File: config.mk
export PLATFORM = sky130hd
export DESIGN_NAME = framed_cmd_rx
export DESIGN_NICKNAME = d
export VERILOG_FILES = /design/src/rtl/framed_rx_pkg.sv /design/src/rtl/frx_sync.sv /design/src/rtl/frx_edge_det.sv /design/src/rtl/frx_frame_ctrl.sv /design/src/rtl/frx_chain_delay.sv /design/src/rtl/framed_cmd_rx.sv
export SDC_FILE = /design/constraint.sdc
export NUM_CORES = 1
export LEC_CHECK = 0
export ABC_AREA = 1
export BUFFER_PORTS_ARGS = -buffer_cell sky130_fd_sc_hd__buf_2
export CAP_MARGIN = 20
export CORE_MARGIN = 2
export CORE_UTILIZATION = 51
export CTS_CLUSTER_DIAMETER = 200
export CTS_CLUSTER_SIZE = 20
export DETAILED_ROUTE_END_ITERATION = 10
export PLACE_DENSITY = 0.75
export SYNTH_ARGS = -nofsm -noshare
export SYNTH_HDL_FRONTEND = slang
export SYNTH_SLANG_ARGS = --single-unit
File: constraint.sdc
create_clock -name clk -period 2.4 [get_ports clk]
set_input_delay 0 -clock clk [delete_from_list [all_inputs] [get_ports clk]]
set_output_delay 0 -clock clk [all_outputs]
set_load 0.005 [all_outputs]
File: src/rtl/framed_rx_pkg.sv
package framed_rx_pkg;

  localparam int unsigned FRX_WORD_W      = 16;
  localparam int unsigned FRX_SYNC_STAGES = 2;

  // Edge events seen in the system clock domain
  typedef struct packed {
    logic sclk_fall;
    logic fs_fall;
    logic fs_rise;
    logic din;
  } rx_evt_t;

endpackage

File: src/rtl/frx_sync.sv
module frx_sync #(
  parameter int unsigned W       = 3,
  parameter int unsigned STAGES  = 2,
  parameter logic [W-1:0] RST_VAL = '0
) (
  input  logic         clk,
  input  logic         rst,
  input  logic [W-1:0] async_i,
  output logic [W-1:0] sync_o
);

  logic [W-1:0] stg_q [STAGES];

  generate
    for (genvar g = 0; g < STAGES; g++) begin : g_stage
      if (g == 0) begin : g_first
        always_ff @(posedge clk) begin
          if (rst) stg_q[g] <= RST_VAL;
          else     stg_q[g] <= async_i;
        end
      end else begin : g_next
        always_ff @(posedge clk) begin
          if (rst) stg_q[g] <= RST_VAL;
          else     stg_q[g] <= stg_q[g-1];
        end
      end
    end
  endgenerate

  assign sync_o = stg_q[STAGES-1];

endmodule

File: src/rtl/frx_edge_det.sv
module frx_edge_det
  import framed_rx_pkg::*;
(
  input  logic    clk,
  input  logic    rst,
  input  logic    sclk_s,
  input  logic    fs_s,
  input  logic    din_s,
  output rx_evt_t evt_o
);

  logic sclk_prev_q;
  logic fs_prev_q;

  always_ff @(posedge clk) begin
    if (rst) begin
      sclk_prev_q <= 1'b1;
      fs_prev_q   <= 1'b1;
    end else begin
      sclk_prev_q <= sclk_s;
      fs_prev_q   <= fs_s;
    end
  end

  always_comb begin
    evt_o.sclk_fall = sclk_prev_q & ~sclk_s;
    evt_o.fs_fall   = fs_prev_q & ~fs_s;
    evt_o.fs_rise   = ~fs_prev_q & fs_s;
    evt_o.din       = din_s;
  end

endmodule

File: src/rtl/frx_frame_ctrl.sv
module frx_frame_ctrl
  import framed_rx_pkg::*;
#(
  parameter int unsigned WORD_W = FRX_WORD_W
) (
  input  logic              clk,
  input  logic              rst,
  input  rx_evt_t           evt_i,
  input  logic              proc_mode_i,
  output logic [WORD_W-1:0] word_o,
  output logic              valid_o
);

  localparam int unsigned CNT_W = $clog2(WORD_W + 1);
  localparam logic [CNT_W-1:0] CNT_FULL = CNT_W'(WORD_W);
  localparam logic [CNT_W-1:0] CNT_LAST = CNT_W'(WORD_W - 1);

  logic              active_q;
  logic              mode_q;
  logic [CNT_W-1:0]  cnt_q;
  logic [WORD_W-1:0] shreg_q;
  logic [WORD_W-1:0] word_q;
  logic              valid_q;
  logic [WORD_W-1:0] shifted;

  assign shifted = {shreg_q[WORD_W-2:0], evt_i.din};

  always_ff @(posedge clk) begin
    if (rst) begin
      active_q <= 1'b0;
      mode_q   <= 1'b0;
      cnt_q    <= '0;
      shreg_q  <= '0;
      word_q   <= '0;
      valid_q  <= 1'b0;
    end else begin
      valid_q <= 1'b0;
      if (evt_i.fs_fall) begin
        active_q <= 1'b1;
        cnt_q    <= '0;
        mode_q   <= proc_mode_i;
      end else if (active_q) begin
        if (mode_q) begin
          if (evt_i.fs_rise) begin
            active_q <= 1'b0;
            if (cnt_q == CNT_FULL) begin
              word_q  <= shreg_q;
              valid_q <= 1'b1;
            end
          end else if (evt_i.sclk_fall && (cnt_q < CNT_FULL)) begin
            shreg_q <= shifted;
            cnt_q   <= cnt_q + 1'b1;
          end
        end else if (evt_i.sclk_fall) begin
          shreg_q <= shifted;
          cnt_q   <= cnt_q + 1'b1;
          if (cnt_q == CNT_LAST) begin
            word_q   <= shifted;
            valid_q  <= 1'b1;
            active_q <= 1'b0;
          end
        end
      end
    end
  end

  assign word_o  = word_q;
  assign valid_o = valid_q;

  // the bit counter never passes a full word
  a_r5_cnt_bound: assert property (@(posedge clk) disable iff (rst)
    cnt_q <= CNT_FULL);

  // strobe lasts a single cycle
  a_r9_single_pulse: assert property (@(posedge clk) disable iff (rst)
    valid_q |=> !valid_q);

  // word output moves only together with the strobe
  a_r9_word_with_valid: assert property (@(posedge clk) disable iff (rst)
    !$stable(word_q) |-> valid_q);

  // processor framing hands on only complete words
  a_r3_proc_full_word: assert property (@(posedge clk) disable iff (rst)
    (valid_q && $past(mode_q)) |-> ($past(cnt_q) == CNT_FULL));

  // DSP framing hands on at the last bit edge
  a_r6_dsp_on_count: assert property (@(posedge clk) disable iff (rst)
    (valid_q && !$past(mode_q)) |-> ($past(cnt_q) == CNT_LAST && $past(evt_i.sclk_fall)));

endmodule

File: src/rtl/frx_chain_delay.sv
module frx_chain_delay #(
  parameter int unsigned DEPTH = 16
) (
  input  logic clk,
  input  logic rst,
  input  logic shift_i,
  input  logic din_i,
  input  logic chain_en_i,
  output logic chain_o
);

  logic [DEPTH-1:0] dly_q;
  logic             tap_q;
  logic             out_q;

  always_ff @(posedge clk) begin
    if (rst) begin
      dly_q <= '0;
      tap_q <= 1'b0;
    end else if (shift_i) begin
      dly_q <= {dly_q[DEPTH-2:0], din_i};
      tap_q <= dly_q[DEPTH-1];
    end
  end

  always_ff @(posedge clk) begin
    if (rst) out_q <= 1'b0;
    else     out_q <= chain_en_i & tap_q;
  end

  assign chain_o = out_q;

  // a cleared enable keeps the cascade output low
  a_r11_chain_off: assert property (@(posedge clk) disable iff (rst)
    !$past(chain_en_i) |-> !out_q);

endmodule

File: src/rtl/framed_cmd_rx.sv
module framed_cmd_rx
  import framed_rx_pkg::*;
#(
  parameter int unsigned WORD_W      = FRX_WORD_W,
  parameter int unsigned SYNC_STAGES = FRX_SYNC_STAGES
) (
  input  logic              clk,
  input  logic              rst,
  input  logic              ser_clk_i,
  input  logic              frame_n_i,
  input  logic              ser_dat_i,
  input  logic              proc_mode_i,
  input  logic              chain_en_i,
  output logic [WORD_W-1:0] cmd_word_o,
  output logic              cmd_valid_o,
  output logic              chain_dat_o
);

  logic [2:0] link_s;
  rx_evt_t    evt;

  frx_sync #(
    .W       (3),
    .STAGES  (SYNC_STAGES),
    .RST_VAL (3'b110)
  ) u_sync (
    .clk     (clk),
    .rst     (rst),
    .async_i ({ser_clk_i, frame_n_i, ser_dat_i}),
    .sync_o  (link_s)
  );

  frx_edge_det u_edge (
    .clk    (clk),
    .rst    (rst),
    .sclk_s (link_s[2]),
    .fs_s   (link_s[1]),
    .din_s  (link_s[0]),
    .evt_o  (evt)
  );

  frx_frame_ctrl #(
    .WORD_W (WORD_W)
  ) u_frame (
    .clk         (clk),
    .rst         (rst),
    .evt_i       (evt),
    .proc_mode_i (proc_mode_i),
    .word_o      (cmd_word_o),
    .valid_o     (cmd_valid_o)
  );

  frx_chain_delay #(
    .DEPTH (WORD_W)
  ) u_chain (
    .clk        (clk),
    .rst        (rst),
    .shift_i    (evt.sclk_fall),
    .din_i      (evt.din),
    .chain_en_i (chain_en_i),
    .chain_o    (chain_dat_o)
  );

endmodule

Word level (Yosys, flattened, before mapping)
Memory sizes are Yosys's and may differ from the RTL's.
Cells that the tools add are included.
{ "totals": {"ff_bits": 60, "latch_bits": 0, "ram_bits": 6, "romBits": 0, "input_bits": 7, "output_inout_bits": 18, "word_cells": 68, "memories": 1} }
{ "classes": {"addsub": 1, "n_mul": 0, "div": 0, "order_cmp": 1, "eq_ne": 6, "shift": 0, "n_mux": 29, "bitwise": 11, "n_reduce_logical": 8} }
{ "memory_table": {"columns": ["name", "words", "word_bits", "rd", "rd_ports_with_merged_regs", "wr", "line_no", "source"], "rows": [
  ["u_sync.stg_q", 2, 3, 2, 0, 2, "frx_sync.sv:12", "logic [W-1:0] stg_q [STAGES];"]
]} }
{ "ops": {"columns": ["op", "n"], "rows": [
  ["2-to-1 mux 16 bit", 9],
  ["2-to-1 mux 5 bit", 4],
  ["2-to-1 mux 1 bit", 14],
  ["inequality test 2 bit, second input constant", 4],
  ["2-to-1 mux 3 bit", 2],
  ["AND reduction 6 bit", 1],
  ["adder 5 x 1 -> 5 bit, second input constant", 1],
  ["equality test 5 x 4 -> 1 bit, second input constant", 1],
  ["equality test 5 bit, second input constant", 1],
  ["< comparator 5 bit, second input constant", 1],
  ["inverter 1 bit", 5],
  ["AND reduction 5 bit", 1],
  ["AND 1 bit", 4],
  ["AND reduction 4 bit", 1],
  ["nonzero test 2 bit", 2],
  ["OR reduction 3 bit", 1],
  ["bitwise OR 1 bit", 2],
  ["OR reduction 2 bit", 1],
  ["logical AND 1 bit", 1]
]} }

Longest topological paths before layout
Gate-level depths: netlist of the first run.
{ "logic_depth": {"ltp_word": 6, "ltp_mapped": 10} }

Hierarchy
A second synthesis of the first run with hierarchy kept.
{ "unflattened": {"cells_unflattened": 408, "area_unflattened_um2": 2986.6} }
{ "modules_own_cells": {"columns": ["mod", "instances", "cells_per_inst", "area_each_um2", "seq_area_each_um2"], "rows": [
  ["frx_frame_ctrl", 1, 265, 1941.9, 800.8],
  ["frx_chain_delay", 1, 111, 790.8, 360.3],
  ["frx_sync", 1, 19, 168.9, 120.1],
  ["frx_edge_det", 1, 13, 85.1, 40.0]
]} }

Least setup slack after synthesis of the first run
Ideal clock, no wire load.
{ "synth_path": {"path_type": "register -> register", "start": "reg u_frame.cnt_q[0]", "end": "reg u_frame.word_q[11], in the netlist u_frame.word_o[11]", "setup_ps": 115, "t_arrival_ps": 1319, "slack_ps": 966, "path_stages_with_launch": 11, "synth_period_minus_slack_ps": 1434, "path_cell_list": "dfxtp_1 > ha_1 > nand2_1 > nor2_1 > ha_1 > nand2_1 > nand2_1 > buf_2 > nand3_1 > nand2_1 > nor2_1"} }
{ "synth_between": {"elab_chain_cells": 3, "word_cells_on_any_way": 5, "cone_classes": "eq/ne (3); reduce/logical (2)"} }
{ "synth_rtl": {"columns": ["item", "line_no", "source"], "rows": [
  ["start: declaration", "frx_frame_ctrl.sv:20", "logic [CNT_W-1:0] cnt_q;"],
  ["start signal: assignment", "frx_frame_ctrl.sv:52", "cnt_q <= cnt_q + 1'b1;"],
  ["start signal: assignment", "frx_frame_ctrl.sv:56", "cnt_q <= cnt_q + 1'b1;"],
  ["equality test 5 bit or equality test 5 x 4 -> 1 bit (tied branches)", "frx_frame_ctrl.sv:46, frx_frame_ctrl.sv:57", null],
  ["inequality test 2 bit (no line) or nonzero test 2 bit (tied branches)", null, null],
  ["AND reduction 6 bit (no line) *", null, null],
  ["end signal: assignment", "frx_frame_ctrl.sv:47", "word_q <= shreg_q;"],
  ["end signal: assignment", "frx_frame_ctrl.sv:58", "word_q <= shifted;"],
  ["end: declaration", "frx_frame_ctrl.sv:22", "logic [WORD_W-1:0] word_q;"]
]} }
Mark *: on every way between the ends. The rest lies on a longest branch, timed or not.
A chain may end at the register's enable or synchronous reset.

Worst setup path after layout of the first run
{ "layout_path": {"start": "reg u_frame.cnt_q[0]", "end": "reg u_frame.word_q[12], in the netlist u_frame.word_o[12]"} }
Same word-level chain as after synthesis.

==> metrics.md, run 1 <==
| Metric | Value |
|---|---|
| Clk sink count | `66` |
| First-pass GRT wire length | `between 9000 and 10000 µm` |
| Synth Area in Compound Gates | `a little over a tenth` |
| Worst-path clk slew | `approximately 70 ps` |
| Fmax | `between 500 and 600 MHz` |
| Area leader, netlist | `dfxtp_1` |
| Initial Utilization | `52.3%` |
| H-tree level count | `3` |
| CP max-delay cell | `dfxtp_1` |
| Remaining global-route overflow | `0` |
| Die Ht | `78.7 µm` |
| CP Launch Type | `flop` |
| Antenna cells | `0` |
| # fillers | `around 500` |
| Maximum vdd ir drop | `roughly 500 µV` |
| Setup Fix Bufs, Post-CTS | `0` |
| Most used DFF post-synth | `dfxtp_1` |
| Row cnt | `27` |
| Top-count cell post-synth | `nor2_1` |
| Synth area leaders | `dfxtp_1 46%, nor2_1 12%, nand2_1 9.5%` |
| Post-synth ARST share | `0%` |
| Post-synthesis sequential area ratio | `between 40% and 50%` |
| # Max-Cap Violations | `0` |
| CTS tree | `yes` |
| Syn Inst Count | `409` |
| Io pins | `25` |
| Clock Tree Root | `clkbuf_8` |
| Port-buffer cells | `24` |
| Levels on crit path | `10` |
| Hpwl dp | `between 3000 and 4000 µm` |
| Inserted Clock Buffers | `9` |
| Outcome | `finished, final reports clean` |
| Crit share post-route | `slightly above 70%` |
| Later-pin clock latency in the skew report | `around 340 ps` |
| Area growth, synth to finish | `16.9%` |
| Avg Cell Area, Syn | `6.96 µm²` |
| Die width | `78.7 µm` |
| Pin count of the biggest net entering global routing | `33` |
| Proportion of layout cells with a drive suffix above 1 | `16.7%` |
| Setup CP Type | `flop to flop` |
| Net count, final | `about 450` |
| Setup violators final | `0` |
| Area fraction of the dominant cell type after synthesis | `a little under half` |
| PwrDens | `just over 700 nW/µm²` |
| Post-synthesis adder-cell area fraction | `1.32%` |
| Netlist cell types | `22` |
| Syn Nets | `~420` |
| Total track usage | `18.8%` |
| Synth Warn # | `0` |
| Beginning of the critical path | `u_frame.cnt_q[0]` |
| Fin util | `61.2%` |
| DRT iter0 DRCs | `189` |
| Worst R2R Path Depth | `10` |
| CP arrival | `1980 ps` |
| CTS max path bufs | `2` |
| LEAKAGE | `between 1.5 and 2 nW` |
| Crit. End Element | `flop` |
| Final hold vios | `0` |
| Drt pass-1 iters | `4` |
| Most common library cells after synthesis | `89 x nor2_1, 72 x nand2_1, 66 x dfxtp_1` |
| Critical path cell sequence | `ha_1 > nand2_1 > nor2_1 > ha_1 > nand2_1 > nand2_1 > buf_4 > nand3_1 > nand2_1 > nor2_1` |
| Critical Path Most Common Cell | `nand2_1` |
| Largest family of logic cells by synthesized area | `simple AND/OR/NAND/NOR gates` |
| Max FO, Critical Path | `32` |
| Crit Reg-Reg Startpoint | `u_frame.cnt_q[0]` |
| ANT nets after route | `0` |
| Hold WC Path Type | `flop to flop` |
| Vias in the first global route | `approximately 2100` |
| CP bufs+invs | `1` |
| CP max stage delay | `around 380 ps` |
| Initial antenna violation count | `0` |
| Share of synthesized cell area in and, or, nand and nor gates | `29.5%` |
| Vias | `2438` |
| Multiplexer share of the synthesized area | `0%` |
| Min-Delay Path Depth | `1` |
| Drt wl/cell | `about 10 µm` |
| Routability cong. | `between 0.7 and 0.8` |
| WP data required | `approximately 2600 ps` |
| Die area | `about 6200 µm²` |
| Core area | `between 5000 and 6000 µm²` |
| Unrepaired setup endpoints after global routing | `no` |
| Worst slew margin | `between 50% and 60%` |
| Post-cts sizing count | `0` |
| Post-Synth XOR/XNOR Area | `0.616%` |
| EDFF count, synth | `0` |
| Routed WL | `5290 µm` |
| Drt drc | `0` |
| Slew Viols, Final | `0` |
| Worst Hold Launch | `u_sync.stg_q[0][2]` |
| Setup TNS Final | `0 ps` |
| Post-Syn Area | `2850 µm²` |
| Setup Skew | `around 5.4 ps` |
| Via/cell ratio | `between 4 and 5` |
| Final min period | `1740 ps` |
| Crit-path leading delay family | `simple AND/OR/NAND/NOR gates` |
| FF+latch count, synth | `66` |
| Least-Margin Pin Slew | `~700 ps` |
[routing by layer]
metal | routed length [µm] | GRT usage [%]
met1 | 2540 | 23.2
met2 | 2400 | 29.9
met3 | 249 | 4.77
met4 | 108 | 10.9
met5 | 0 | 0
[final timing paths]
kind / end / slack, ps
setup / recovery: u_frame.word_o[12] / 660
hold / removal: u_sync.stg_q[1][2] / 410
setup reg to reg: u_frame.word_o[12] / 660
hold reg to reg: u_sync.stg_q[1][2] / 410
[repair_timing]
item,in CTS,in global routing
hold buffers,10,0
endpoints found under the hold margin,9,0
endpoints found under the setup margin,0,0
[cells by family (layout without fill, tap and decap cells)]
family,Yosys count,after routing
simple gates,204,204
buf+inv,73,106
flops,66,66
compound gates,61,61
fa+ha+maj,3,3
xor+xnor,2,2
[placed cells by master, fill, tap and decap left out, drive strengths merged]
| cell type | instances |
|---|---|
| nor2 | 90 |
| nand2 | 75 |
| dfxtp | 66 |
| inv | 48 |
| a21oi | 41 |
| nand3 | 35 |
| buf | 31 |
| o21ai | 20 |
| clkbuf | 11 |
| dlygate4sd3 | 10 |
| or2 | 4 |
| ha | 3 |
| bufinv | 3 |
| clkinv | 3 |
| xor2 | 2 |
[flip-flops by register name, summed over array words and instances (netlist names)]
register and cells:
u_edge.sclk_prev_q 1, u_frame.active_q 1, u_frame.word_o 16, u_sync.stg_q 6, u_frame.valid_o 1, u_chain.dly_q 16
u_frame.shreg_q 16, u_edge.fs_prev_q 1, u_frame.mode_q 1, u_chain.tap_q 1, u_chain.chain_o 1, u_frame.cnt_q 5
[stage by stage]
stage | hold WS (ps) | instances | area [µm²] | power [mW] | setup slack (ps)
finish | 410 | 514 | 3330 | 2.42 | 661
detailed placement | 184 | 488 | 2980 | 1.28 | 705
CTS | 414 | 514 | 3330 | 2.44 | 655
floorplan | 104 | 409 | 2850 | 1.25 | 966
global placement | 182 | 488 | 2980 | 1.27 | 788
global route | 427 | 514 | 3330 | 2.52 | 494
[final cells by class]
| type | count | area (µm²) | share of cell area, % |
|---|---|---|---|
| Clock inverter | 5 | 100 | 3.01 |
| Timing Repair Buffer | 41 | 273 | 8.20 |
| Tap cell | 72 | 90.1 | 2.71 |
| Sequential cell | 66 | 1320 | 39.7 |
| Clock buffer | 11 | 151 | 4.55 |
| Inverter | 49 | 184 | 5.53 |
| Multi-Input combinational cell | 270 | 1210 | 36.3 |
[where the power goes]
part           switching [mW]  leakage, nW  internal [mW]  total (mW)
Combinational          0.0800        0.851         0.0496       0.130
Clock                   0.412        0.129          0.743        1.16
Sequential             0.0130        0.536           1.12        1.13
Total                   0.505         1.52           1.91        2.42
Power figures use the tool's default switching activity.
==> inputs of run 2 (changes only) <==
- clock period: 2.4 -> 1.7 ns (I/O delays scaled with it)
==> run 2 against run 1 <==
Compared with the run above:
- sequential share of layout area up 0.18 points
- final cell count grew 0.58%
- maximum frequency grew 16%
- clock-buffer cell count increased by 3
- clock power increased by 4%
- die area unchanged
- critical path depth stayed put
- via count down 0.37%
- critical endpoint unchanged
==> metrics.md, run 2 (synthesis gave the netlist of run 1 again) <==
| Metric | Value |
|---|---|
| Outcome | `finished, final reports clean (unchanged)` |
| Critical path cell sequence | `ha_2 > nand2_1 > nor2_1 > ha_1 > nand2_1 > nand2_2 > clkbuf_16 > nand3_1 > nand2_1 > nor2_1 (was ha_1 > nand2_1 > nor2_1 > ha_1 > nand2_1 > nand2_1 > buf_4 > nand3_1 > nand2_1 > nor2_1)` |
| ANT nets after route | `0 (unchanged)` |
| Flop pwr share | `53.4% (was 46.9%)` |
| Setup TNS Final | `0 ps (unchanged)` |
| Die area | `6190 µm² (unchanged)` |
| Switching share of power | `23.3% (was 20.9%)` |
| Crit share post-route | `88.5% (was 72.4%)` |
| LEAKAGE | `1.50 nW (was 1.52 nW)` |
| Slew Viols, Final | `0 (unchanged)` |
| Total track usage | `19.2% (was 18.8%)` |
| Crit. End Element | `flop (unchanged)` |
| Die Ht | `78.7 µm (unchanged)` |
| Proportion of layout cells with a drive suffix above 1 | `17.8% (was 16.7%)` |
| CP max-delay cell | `dfxtp_2 (was dfxtp_1)` |
| Io pins | `25 (unchanged)` |
| Reg area | `1320 µm² (about the same)` |
| Hold WC Path Type | `flop to flop (unchanged)` |
| PwrDens | `904 nW/µm² (was 727 nW/µm²)` |
| Crit-path leading delay family | `simple AND/OR/NAND/NOR gates (unchanged)` |
| Comb pwr share | `6.2% (was 5.4%)` |
| Area growth, synth to finish | `16.6% (was 16.9%)` |
| DRT iter0 DRCs | `130 (was 189)` |
| Vias | `2429 (was 2438)` |
| Clock Tree Root | `clkbuf_8 (unchanged)` |
| Via/cell ratio | `4.70 (was 4.74)` |
| Worst slew margin | `75.8% (was 54.2%)` |
| # Max-Cap Violations | `0 (unchanged)` |
| Routability cong. | `0.831 (was 0.773)` |
| Max FO, Critical Path | `16 (was 32)` |
| H-tree level count | `3 (unchanged)` |
| Initial Utilization | `52.3% (unchanged)` |
| Fmax | `665 MHz (was 575 MHz)` |
| P_int | `2.30 mW (was 1.91 mW)` |
| Port-buffer cells | `24 (unchanged)` |
| Design area | `3320 µm² (was 3330 µm²)` |
| Met2 WL post-DR | `2420 µm (was 2400 µm)` |
| Met3 WL | `207 µm (was 249 µm)` |
| Remaining global-route overflow | `0 (unchanged)` |
| DR top layer | `met4 (unchanged)` |
| Hpwl dp | `3320 µm (was 3200 µm)` |
| Drt wl/cell | `10.5 µm (was 10.3 µm)` |
| P_sw | `0.700 mW (was 0.505 mW)` |
| First-pass GRT wire length | `9360 µm (was 9200 µm)` |
| CTS max path bufs | `2 (unchanged)` |
| # fillers | `509 (was 498)` |
| Worst-path clk slew | `70 ps (about the same)` |
| Initial antenna violation count | `0 (unchanged)` |
| Multi-input gate area | `1210 µm² (about the same)` |
| CP max stage delay | `360 ps (was 380 ps)` |
| Clk sink count | `66 (unchanged)` |
| Routed met1 length | `2700 µm (was 2540 µm)` |
| Net count, final | `450 (was 447)` |
| Setup Fix Bufs, Post-CTS | `0 (unchanged)` |
| DP Area | `3000 µm² (was 2980 µm²)` |
| Core area | `5440 µm² (unchanged)` |
| Most frequent cells in the layout | `89 x nor2_1, 71 x nand2_1, 64 x dfxtp_1 (was 89 x nor2_1, 72 x nand2_1, 66 x dfxtp_1)` |
| Die width | `78.7 µm (unchanged)` |
| Critical Path Most Common Cell | `nand2_1 (unchanged)` |
| Unrepaired setup endpoints after global routing | `no (unchanged)` |
| Row cnt | `27 (unchanged)` |
| Reg2Reg Setup Slack | `200 ps (was 660 ps)` |
| CP bufs+invs | `1 (unchanged)` |
| Setup Skew | `7.18 ps (was 5.39 ps)` |
| Pin count of the biggest net entering global routing | `33 (unchanged)` |
| Maximum vdd ir drop | `640 µV (was 489 µV)` |
| Vias in the first global route | `2166 (was 2134)` |
| Final hold vios | `0 (unchanged)` |
| Least-Margin Pin Slew | `361 ps (was 682 ps)` |
| Setup violators final | `0 (unchanged)` |
| Drt drc | `0 (unchanged)` |
| CP arrival | `1750 ps (was 1980 ps)` |
| Setup CP Type | `flop to flop (unchanged)` |
| CP Launch Type | `flop (unchanged)` |
| Commonest non-fill, non-tap cell in the layout | `nor2_1 (unchanged)` |
| Later-pin clock latency in the skew report | `350 ps (was 340 ps)` |
| Clk pwr share | `40.4% (was 47.8%)` |
| Inserted Clock Buffers | `9 (unchanged)` |
| Routed WL | `5440 µm (was 5290 µm)` |
| Final min period | `1500 ps (was 1740 ps)` |
| Drt pass-1 iters | `4 (unchanged)` |
| CTS tree | `yes (unchanged)` |
| Antenna cells | `0 (unchanged)` |
| WP data required | `1950 ps (was 2640 ps)` |
-- run 2: changes by cell type in the layout (fill, tap and decap cells not counted), sizes merged --
cell / delta
buf: +2
bufinv: -3
clkbuf: +4
-- run 2: stage by stage --
step | utilization, % | setup WS (ps) | total power, mW | hold WS, ps | instances
4_1_cts | 60.4 | 140 | 3.03 | 408 | 516
3_3_place_gp | 55.2 | 192 | 1.80 | 185 | 490
5_1_grt | 61.0 | 32.5 | 3.11 | 421 | 517
2_1_floorplan | - | 266 | 1.77 | 104 | 409
3_5_place_dp | 55.2 | 155 | 1.80 | 188 | 490
6_report | 61.0 | 195 | 3.00 | 403 | 517
-- run 2: repair_timing --
| action | in CTS | in global routing |
|---|---|---|
| resized for setup | 0 | 4 |
| endpoints found under the hold margin | 9 | 0 |
| hold buffers | 10 | 0 |
| setup endpoints to repair | 0 | 16 |
-- run 2: cell type report --
type | instances | area share (%)
clock buffers | 14 | 5.20
well taps | 72 | 2.71
clock inverters | 2 | 0.302
flip-flops and latches | 66 | 39.9
repair buffers | 44 | 9.80
multi-input cells | 270 | 36.5
inverters | 49 | 5.54
-- run 2: per-layer routing --
layer  vias to the layer above  global-route usage (%)
met5                         -                       0
met4                         0                    12.1
met3                        10                    4.55
met2                        38                    29.9
met1                      1054                    24.0
li1                       1327                       -
-- run 2: final timing paths --
path / startpoint / endpoint / depth (start not counted)
worst max register to register: u_frame.cnt_q[1] / u_frame.word_o[12] / 10
worst max-delay path: u_frame.cnt_q[1] / u_frame.word_o[12] / 10
worst min-delay path: u_sync.stg_q[0][0] / u_sync.stg_q[1][0] / 2
worst min register to register: u_sync.stg_q[0][0] / u_sync.stg_q[1][0] / 2
-- run 2: worst reg2reg max path, delay by kind of cell, from the launching register on --
kind,cells,cell delay [ps]
flip-flops,1,360
AND/OR/NAND/NOR,7,510
adder cells (fa/ha/maj),2,350
buffers and inverters,1,190
-- run 2: power groups by stage --
stage	Clock, mW	Combinational, mW	Sequential, mW
global placement	0	0.166	1.63
finish	1.21	0.187	1.60
global route	1.29	0.216	1.60
detailed placement	0	0.169	1.64
CTS	1.24	0.186	1.60
floorplan	0	0.140	1.63
==> inputs of run 3 (changes only) <==
- CELL_PAD_IN_SITES_DETAIL_PLACEMENT: not set -> 1
- CELL_PAD_IN_SITES_GLOBAL_PLACEMENT: not set -> 2
- CORE_UTILIZATION: 51 -> 33
- PLACE_DENSITY: 0.75 -> 0.83
==> run 3 against run 2 <==
Compared with the run above:
- maximum frequency fell by 2.0%
- critical path type unchanged
- sequential share of layout area fell by 0.45 points
- clock skew rose by 3.0 ps
- die area rose by 51%
- sequential power barely moved
- clock-buffer cell count fell by 1
- setup slack got worse by 30 ps
- combinational power rose by 3%
- clock power fell by 6%
- global-route usage fell by 5.0 points
- critical endpoint is now u_frame.word_o[0]
- worst hold slack improved by 8.1 ps
==> metrics.md, run 3 (synthesis gave the netlist of run 1 again) <==
| Metric | Value |
|---|---|
| Outcome | `finished, final reports clean (unchanged)` |
| CTS max path bufs | `2 (unchanged)` |
| Drt pass-1 iters | `4 (unchanged)` |
| Clk sink count | `66 (unchanged)` |
| Initial Utilization | `34.3% (was 52.3%)` |
| # Max-Cap Violations | `0 (unchanged)` |
| Inserted Clock Buffers | `9 (unchanged)` |
| Later-pin clock latency in the skew report | `340 ps (was 350 ps)` |
| Vias in the first global route | `2443 (was 2166)` |
| PwrDens | `873 nW/µm² (was 904 nW/µm²)` |
| Crit Reg-Reg Startpoint | `u_frame.cnt_q[0] (was u_frame.cnt_q[1])` |
| Routed WL | `6480 µm (was 5440 µm)` |
| Worst Hold Launch | `u_sync.stg_q[0][2] (was u_sync.stg_q[0][0])` |
| Setup violators final | `0 (unchanged)` |
| Setup Fix Bufs, Post-CTS | `0 (unchanged)` |
| Slew Viols, Final | `0 (unchanged)` |
| CP arrival | `1760 ps (was 1750 ps)` |
| DRT iter0 DRCs | `51 (was 130)` |
| Antenna cells | `0 (unchanged)` |
| Die area | `9380 µm² (was 6190 µm²)` |
| Area growth, synth to finish | `17.9% (was 16.6%)` |
| Via/cell ratio | `4.58 (was 4.70)` |
| Reg2Reg Setup Slack | `160 ps (was 200 ps)` |
| Remaining global-route overflow | `0 (unchanged)` |
| Setup CP Type | `flop to flop (unchanged)` |
| Maximum vdd ir drop | `325 µV (was 640 µV)` |
| First-pass GRT wire length | `11100 µm (was 9360 µm)` |
| Least-Margin Pin Slew | `347 ps (was 361 ps)` |
| Worst slew margin | `76.8% (was 75.8%)` |
| Dpl ws | `102 ps (was 155 ps)` |
| Setup Skew | `10.2 ps (was 7.18 ps)` |
| Vias | `2521 (was 2429)` |
| Total track usage | `14.3% (was 19.2%)` |
| Die Ht | `96.9 µm (was 78.7 µm)` |
| Final min period | `1540 ps (was 1500 ps)` |
| Initial antenna violation count | `0 (unchanged)` |
| Fmax | `651 MHz (was 665 MHz)` |
| WP data required | `1920 ps (was 1950 ps)` |
| Core area | `8300 µm² (was 5440 µm²)` |
| Routability cong. | `0.771 (was 0.831)` |
| Port-buffer cells | `24 (unchanged)` |
| Most frequent cells in the layout | `89 x nor2_1, 71 x nand2_1, 64 x dfxtp_1 (unchanged)` |
| Max FO, Critical Path | `16 (unchanged)` |
| Worst Hold Endpoint | `u_sync.stg_q[1][2] (was u_sync.stg_q[1][0])` |
| ANT nets after route | `0 (unchanged)` |
| Die width | `96.9 µm (was 78.7 µm)` |
| Net count, final | `450 (unchanged)` |
| H-tree level count | `3 (unchanged)` |
| Min-Delay Path Depth | `1 (was 2)` |
| Crit. End Element | `flop (unchanged)` |
| R2r endpoint | `u_frame.word_o[0] (was u_frame.word_o[12])` |
| Pwr Total | `2.93 mW (was 3.00 mW)` |
| Io pins | `25 (unchanged)` |
| Min setup slack post-route | `165 ps (was 195 ps)` |
| CP Launch Type | `flop (unchanged)` |
| Hold WC Path Type | `flop to flop (unchanged)` |
| Pin count of the biggest net entering global routing | `35 (was 33)` |
| Drt wl/cell | `11.8 µm (was 10.5 µm)` |
| Drt drc | `0 (unchanged)` |
| Crit share post-route | `90.3% (was 88.5%)` |
| Row cnt | `33 (was 27)` |
| LEAKAGE | `1.50 nW (about the same)` |
| Final hold vios | `0 (unchanged)` |
| Clock Tree Root | `clkbuf_8 (unchanged)` |
| Worst-path clk slew | `70 ps (about the same)` |
| Hpwl dp | `4230 µm (was 3320 µm)` |
| Proportion of layout cells with a drive suffix above 1 | `17.3% (was 17.8%)` |
| Worst R2R Path Depth | `10 (unchanged)` |
| Commonest non-fill, non-tap cell in the layout | `nor2_1 (unchanged)` |
| CTS tree | `yes (unchanged)` |
run 3: cell count changes in the layout (fill, tap and decap cells not counted), sizes merged:
cell and change:
clkinv +1, clkbuf -1
run 3: critical path, stage by stage, from the launching register on:
cell and delay [ps]:
dfxtp_2 350, ha_1 180, nand2_1 70, nor2_1 100, ha_1 170, nand2_1 90, nand2_4 100, buf_12 150
nand3_1 90, nand2_1 80, nor2_1 40
run 3: stage by stage:
stage	utilization (%)	TNS [ps]	std cells	area [µm²]	hold WS, ps
6_report	40.4	0	550	3360	411
5_1_grt	40.4	-11.2	550	3360	423
4_1_cts	40.0	0	549	3320	416
3_5_place_dp	36.8	0	523	3060	188
3_3_place_gp	36.8	0	523	3060	187
2_1_floorplan	-	0	409	2850	104
run 3: routing by layer:
layer,routed length [µm],part of all wire (%),vias to the layer above,global-route usage (%)
li1,-,-,1326,-
met5,0,0,-,0
met2,2910,45,28,23.1
met4,105,1.6,0,6.50
met3,166,2.6,7,2.96
met1,3290,51,1160,18.2
run 3: worst max path at each step:
stage / end / depth (start not counted) / from / slack (ps)
2_1_floorplan: u_frame.word_o[11] / 10 / u_frame.cnt_q[0] / 270
3_3_place_gp: u_frame.word_o[0] / 10 / u_frame.cnt_q[0] / 160
3_5_place_dp: u_frame.word_o[0] / 10 / u_frame.cnt_q[0] / 100
4_1_cts: u_frame.word_o[0] / 10 / u_frame.cnt_q[0] / 70
5_1_grt: u_frame.word_o[0] / 10 / u_frame.cnt_q[0] / -6
6_report: u_frame.word_o[0] / 10 / u_frame.cnt_q[0] / 160
run 3: report_power, final:
group	total, mW	internal [mW]	switching [mW]	leakage (nW)
Combinational	0.192	0.0737	0.119	0.877
Sequential	1.60	1.58	0.0187	0.537
Clock	1.14	0.564	0.572	0.0872
run 3: cell type report:
class	instances	area (µm²)
repair buffers	44	338
fillers	1068	4940
flip-flops and latches	66	1320
well taps	105	131
inverters	49	184
multi-input cells	270	1210
clock inverters	3	15.0
clock buffers	13	149
run 3: what timing repair did:
item                                    in CTS  in global routing
hold endpoints to repair                     9                  0
hold buffers                                10                  0
gates resized for setup                      0                  4
endpoints found under the setup margin       0                 16
